**src/rtl/subhex_pkg.sv**
```systemverilog
package subhex_pkg;
  // Strobes sent from the range control to the datapath
  typedef struct packed {
    logic loadLevels;
    logic raiseErr;
  } mapStrobe_t;

  localparam int PHASES = 3;
endpackage

```
**src/rtl/subhex_ctrl.sv**
```systemverilog
module subhex_ctrl
  import subhex_pkg::*;
#(
  parameter int LEVELS = 6,
  parameter int LVL_W  = 3
) (
  input  logic [LVL_W-1:0] centerLvl [PHASES],
  input  logic [2:0]       swCode,
  output mapStrobe_t       strobe
);
  localparam int SUM_W = LVL_W + 1;
  localparam logic [SUM_W-1:0] TOP_LVL = SUM_W'(LEVELS - 1);

  logic [PHASES-1:0] overTop;

  // swCode bit 2 drives phase A (index 0), bit 0 drives phase C
  for (genvar p = 0; p < PHASES; p++) begin : g_rangeChk
    logic [SUM_W-1:0] phaseSum;
    assign phaseSum   = {1'b0, centerLvl[p]} + SUM_W'(swCode[PHASES-1-p]);
    assign overTop[p] = phaseSum > TOP_LVL;
  end

  always_comb begin
    strobe.raiseErr   = |overTop;
    strobe.loadLevels = ~(|overTop);
  end
endmodule

```
**src/rtl/subhex_datapath.sv**
```systemverilog
module subhex_datapath
  import subhex_pkg::*;
#(
  parameter int LVL_W   = 3,
  parameter int COORD_W = 8
) (
  input  logic                      clk,
  input  logic                      rstN,
  input  mapStrobe_t                strobe,
  input  logic signed [COORD_W-1:0] refM,
  input  logic signed [COORD_W-1:0] refN,
  input  logic [LVL_W-1:0]          centerLvl [PHASES],
  input  logic [2:0]                swCode,
  output logic signed [COORD_W-1:0] mapM,
  output logic signed [COORD_W-1:0] mapN,
  output logic [LVL_W-1:0]          levelQ [PHASES],
  output logic                      errQ
);
  localparam int PAD_W = COORD_W - LVL_W;

  logic signed [COORD_W-1:0] ctrWide [PHASES];
  logic signed [COORD_W-1:0] ctrM, ctrN;
  logic [LVL_W-1:0]          levelNext [PHASES];

  for (genvar p = 0; p < PHASES; p++) begin : g_phase
    assign ctrWide[p]   = $signed({{PAD_W{1'b0}}, centerLvl[p]});
    assign levelNext[p] = centerLvl[p] + LVL_W'(swCode[PHASES-1-p]);

    always_ff @(posedge clk) begin
      if (!rstN)
        levelQ[p] <= '0;
      else if (strobe.loadLevels)
        levelQ[p] <= levelNext[p];
    end
  end

  // Center in 60-degree coordinates: m = a - b, n = b - c
  assign ctrM = ctrWide[0] - ctrWide[1];
  assign ctrN = ctrWide[1] - ctrWide[2];

  always_ff @(posedge clk) begin
    if (!rstN) begin
      mapM <= '0;
      mapN <= '0;
      errQ <= 1'b0;
    end else begin
      mapM <= refM - ctrM;
      mapN <= refN - ctrN;
      errQ <= strobe.raiseErr;
    end
  end
endmodule

```
**src/rtl/subhex_mapper.sv**
```systemverilog
module subhex_mapper
  import subhex_pkg::*;
#(
  parameter int LEVELS  = 6,
  parameter int COORD_W = 8,
  localparam int LVL_W  = (LEVELS > 2) ? $clog2(LEVELS) : 1
) (
  input  logic                      clk,
  input  logic                      rstN,
  input  logic signed [COORD_W-1:0] refM,
  input  logic signed [COORD_W-1:0] refN,
  input  logic [LVL_W-1:0]          centerA,
  input  logic [LVL_W-1:0]          centerB,
  input  logic [LVL_W-1:0]          centerC,
  input  logic [2:0]                swCode,
  output logic signed [COORD_W-1:0] mapM,
  output logic signed [COORD_W-1:0] mapN,
  output logic [LVL_W-1:0]          levelA,
  output logic [LVL_W-1:0]          levelB,
  output logic [LVL_W-1:0]          levelC,
  output logic                      rangeErr
);
  mapStrobe_t       strobe;
  logic [LVL_W-1:0] centerLvl [PHASES];
  logic [LVL_W-1:0] levelQ [PHASES];

  assign centerLvl[0] = centerA;
  assign centerLvl[1] = centerB;
  assign centerLvl[2] = centerC;

  subhex_ctrl #(.LEVELS(LEVELS), .LVL_W(LVL_W)) u_ctrl (
    .centerLvl(centerLvl),
    .swCode   (swCode),
    .strobe   (strobe)
  );

  subhex_datapath #(.LVL_W(LVL_W), .COORD_W(COORD_W)) u_dp (
    .clk      (clk),
    .rstN     (rstN),
    .strobe   (strobe),
    .refM     (refM),
    .refN     (refN),
    .centerLvl(centerLvl),
    .swCode   (swCode),
    .mapM     (mapM),
    .mapN     (mapN),
    .levelQ   (levelQ),
    .errQ     (rangeErr)
  );

  assign levelA = levelQ[0];
  assign levelB = levelQ[1];
  assign levelC = levelQ[2];
endmodule

```
**config.mk**
```make
export PLATFORM = sky130hd
export DESIGN_NAME = subhex_mapper
export DESIGN_NICKNAME = d
export VERILOG_FILES = /design/src/rtl/subhex_pkg.sv /design/src/rtl/subhex_ctrl.sv /design/src/rtl/subhex_datapath.sv /design/src/rtl/subhex_mapper.sv
export SDC_FILE = /design/constraint.sdc
export NUM_CORES = 1
export LEC_CHECK = 0
export BUFFER_PORTS_ARGS = -buffer_cell sky130_fd_sc_hd__buf_2
export CAP_MARGIN = 20
export CORE_MARGIN = 2
export CORE_UTILIZATION = 50
export CTS_CLUSTER_SIZE = 28
export DETAILED_ROUTE_END_ITERATION = 16
export HOLD_SLACK_MARGIN = 0.1
export PLACE_DENSITY = 0.78
export SLEW_MARGIN = 10
export SYNTH_ARGS = -nofsm -noshare
export SYNTH_HDL_FRONTEND = slang
export SYNTH_SLANG_ARGS = --single-unit
export TNS_END_PERCENT = 20
```
**constraint.sdc**
```tcl
create_clock -name clk -period 3.6 [get_ports clk]
set_clock_uncertainty 0.15 [all_clocks]
set_input_delay 0.36 -clock clk [delete_from_list [all_inputs] [get_ports clk]]
set_output_delay 0.36 -clock clk [all_outputs]
set_load 0.01 [all_outputs]
```
==> results.txt <==
Status: completed
Sequential area share after synthesis: 30.2%
Chip Height: 62.7 um
Drt drc: 0
Vias per cell: 5.04
Post-Route WL: 3.41 mm
Hold path depth: 4
Gr ovfl total: 0
Core occupancy in the finished layout: 62.4%
Post-synth EDFFs: 0
Clock latency on the worst-skew pair: 0.32 ns
Setup Viol. Count Final: 0
DIE AREA: 3930 um^2
Slew Viols, Final: 0
IO Count: 56
Synth warnings: 0
Clock tree from TritonCTS: done
Antenna violations before repair: 0
Setup CP Type: in -> reg
Pleak: 1.04 nW
Num rows: 21
Setup_tns: 0 ns
Max-cap violation count: 0
First-pass GRT wire length: 5.63 mm
Antenna cell count: 0
Vias in the first global route: 1315
Pwr dens: 409 nW/um^2
Reg-to-Reg End: u_dp.levelQ[7]$_SDFFE_PN0N_
Worst EP required: 3.72 ns
Worst path arrival time: 2.72 ns
FF-to-FF setup slack: 2.85 ns
Hold-fix buffers, CTS: 0
Crit path max fanout: 3
GRT Total Usage: 18.0%
Hold Vio Cnt, Final: 0
Drt wl/cell: 11.6 um
Cells after synthesis: 193
Nets@finish: 308
Hold Crit Class: in -> reg
Hold EP: u_dp.mapM[0]$_SDFF_PN0_
Reg clk slew, reported paths: 0.14 ns
Largest net degree at the start of global routing: 29
Worst slew pin tran: 0.654 ns
Worst flop-to-flop path startpoint: u_dp.levelQ[7]$_SDFFE_PN0N_
Chip Width: 62.7 um
Setup Buffers After CTS: 0
CTS resizes: 0
Ys flop type: dfxtp_1
Buffers added on ports: 55
DR pass1 iterations: 4
Routed Antenna Nets: 0
CTS Buf Count: 3
Filler Cell Count: 301
Flops & latches, synth: 26
Initial core utilization: 52.0%
Worst Setup Start Kind: input pin
Register-to-Register Path Depth: 2
Layout cell share with drive strength beyond 1: 28.7%
Maximum VDD drop: 0.187 mV
RSZ-0062 raised after global routing: no
Post-DP HPWL: 2.74 mm
Maximum clock rate: 386 MHz
Clock Tree Buf Depth: 2
Post-Syn Area: 1720 um^2
Min-delay src: refM[0]
Ys async rst share: 0%
Yosys cell types: 34
Setup crit end kind: flop
H-Tree Depth: 1
Tcrit/Tclk final: 72.0%
Slew headroom: 55.9%
CTS root buffer: clkbuf_4
Area grow syn2layout: 19.9%
Core Region: 3310 um^2
First DRT Iteration DRCs: 49
Mapped Nets: 253
Minimum clock period after layout: 2.59 ns
Syn avg cell area: 8.92 um^2
Via count: 1477
Gpl congestion: 0.868
Total clock sinks: 26
worst max path at each step:
stage / from / end / slack [ns] / depth (start not counted)
after global placement: centerB[0] / u_dp.mapN[6]$_SDFF_PN0_ / 0.74 / 12
after floorplan: centerA[0] / u_dp.mapM[6]$_SDFF_PN0_ / 0.93 / 11
final: centerB[0] / u_dp.mapN[6]$_SDFF_PN0_ / 1.01 / 12
after global routing: centerB[0] / u_dp.mapN[6]$_SDFF_PN0_ / 0.88 / 12
after CTS: centerB[0] / u_dp.mapN[6]$_SDFF_PN0_ / 0.99 / 12
after detailed placement: centerB[0] / u_dp.mapN[6]$_SDFF_PN0_ / 0.66 / 12
cell usage after synthesis (2+ instances only):
library cell	n	area, um^2
dfxtp_1	26	521
ha_1	26	325
inv_1	22	82.6
nand2_1	14	52.6
nand3_1	11	55.1
nor2_1	9	33.8
o21ai_2	9	78.8
xnor2_1	8	70.1
o21ai_0	7	35.0
a21oi_1	6	30.0
nor3_1	5	25.0
fa_1	4	80.1
nand4_1	4	25.0
nor2b_1	4	25.0
o21a_1	4	30.0
or4_1	4	30.0
a211oi_1	3	22.5
and2_1	3	18.8
clkbuf_1	3	11.3
xor2_1	3	26.3
a21o_1	2	15.0
nor3b_1	2	15.0
o22ai_1	2	12.5
o31a_1	2	17.5
sequential cells by signal (all words and copies together) (netlist names):
name and cells:
u_dp.mapM 8, u_dp.errQ 1, u_dp.mapN 8, u_dp.levelQ 9
layout make-up:
type	count	area [um^2]	share of cell area [%]
sequential	26	520	25.2
tap	46	57.6	2.79
inverter	22	82.6	4.00
multi-input combinational	140	1090	52.9
clock buffer	4	36.3	1.76
timing repair buffer	55	275	13.3
cell usage in the layout (no fill, tap or decap), types with 2 or more instances in the layout:
master    instances
a211oi_1          3
a21o_1            2
a21oi_1           6
and2_1            3
buf_2            55
clkbuf_4          3
dfxtp_1          26
fa_1              4
ha_1             26
inv_1            22
nand2_1          14
nand3_1          11
nand4_1           4
nor2_1            9
nor2b_1           4
nor3_1            5
nor3b_1           2
o21a_1            4
o21ai_0           7
o21ai_2           9
o22ai_1           2
o31a_1            2
or4_1             4
xnor2_1           8
xor2_1            3
logic make-up (layout without fill, tap and decap cells):
family | count (synthesis) | in the layout | share of synthesized area (%)
simple gates | 62 | 62 | 19.3
compound gates | 37 | 37 | 15.0
fa+ha+maj | 30 | 30 | 23.5
buf+inv | 27 | 81 | 6.32
flops | 26 | 26 | 30.2
xor+xnor | 11 | 11 | 5.60
where the power goes:
part	internal [W]	switching (W)
registers	0.000335	0.0000131
clock network	0.0000619	0.0000873
logic	0.000155	0.000190
metrics by stage:
stage	instance area [um^2]	std cells	setup slack, ns	hold WS, ns	power, W
global placement	2030	289	0.741	0.299	0.000694
global route	2060	293	0.877	0.195	0.000910
finish	2060	293	1.01	0.205	0.000843
floorplan	1720	193	0.935	0.331	0.000599
detailed placement	2030	289	0.656	0.307	0.000703
CTS	2060	293	0.992	0.193	0.000853
worst max-delay path, cell delays in order:
cell and delay (ns):
buf_2 0.13, inv_1 0.06, ha_1 0.16, inv_1 0.05, fa_1 0.47, inv_1 0.07
fa_1 0.44, a21o_1 0.20, a21oi_1 0.17, nor2_1 0.09, or4_1 0.47, nand4_1 0.08
metal layers:
layer | share of wire [%] | track usage, %
met5 | 0 | 0
met4 | 1.7 | 9.17
met3 | 4.0 | 2.16
met2 | 51 | 32.8
met1 | 43 | 20.6
Power figures use the tool's default switching activity.
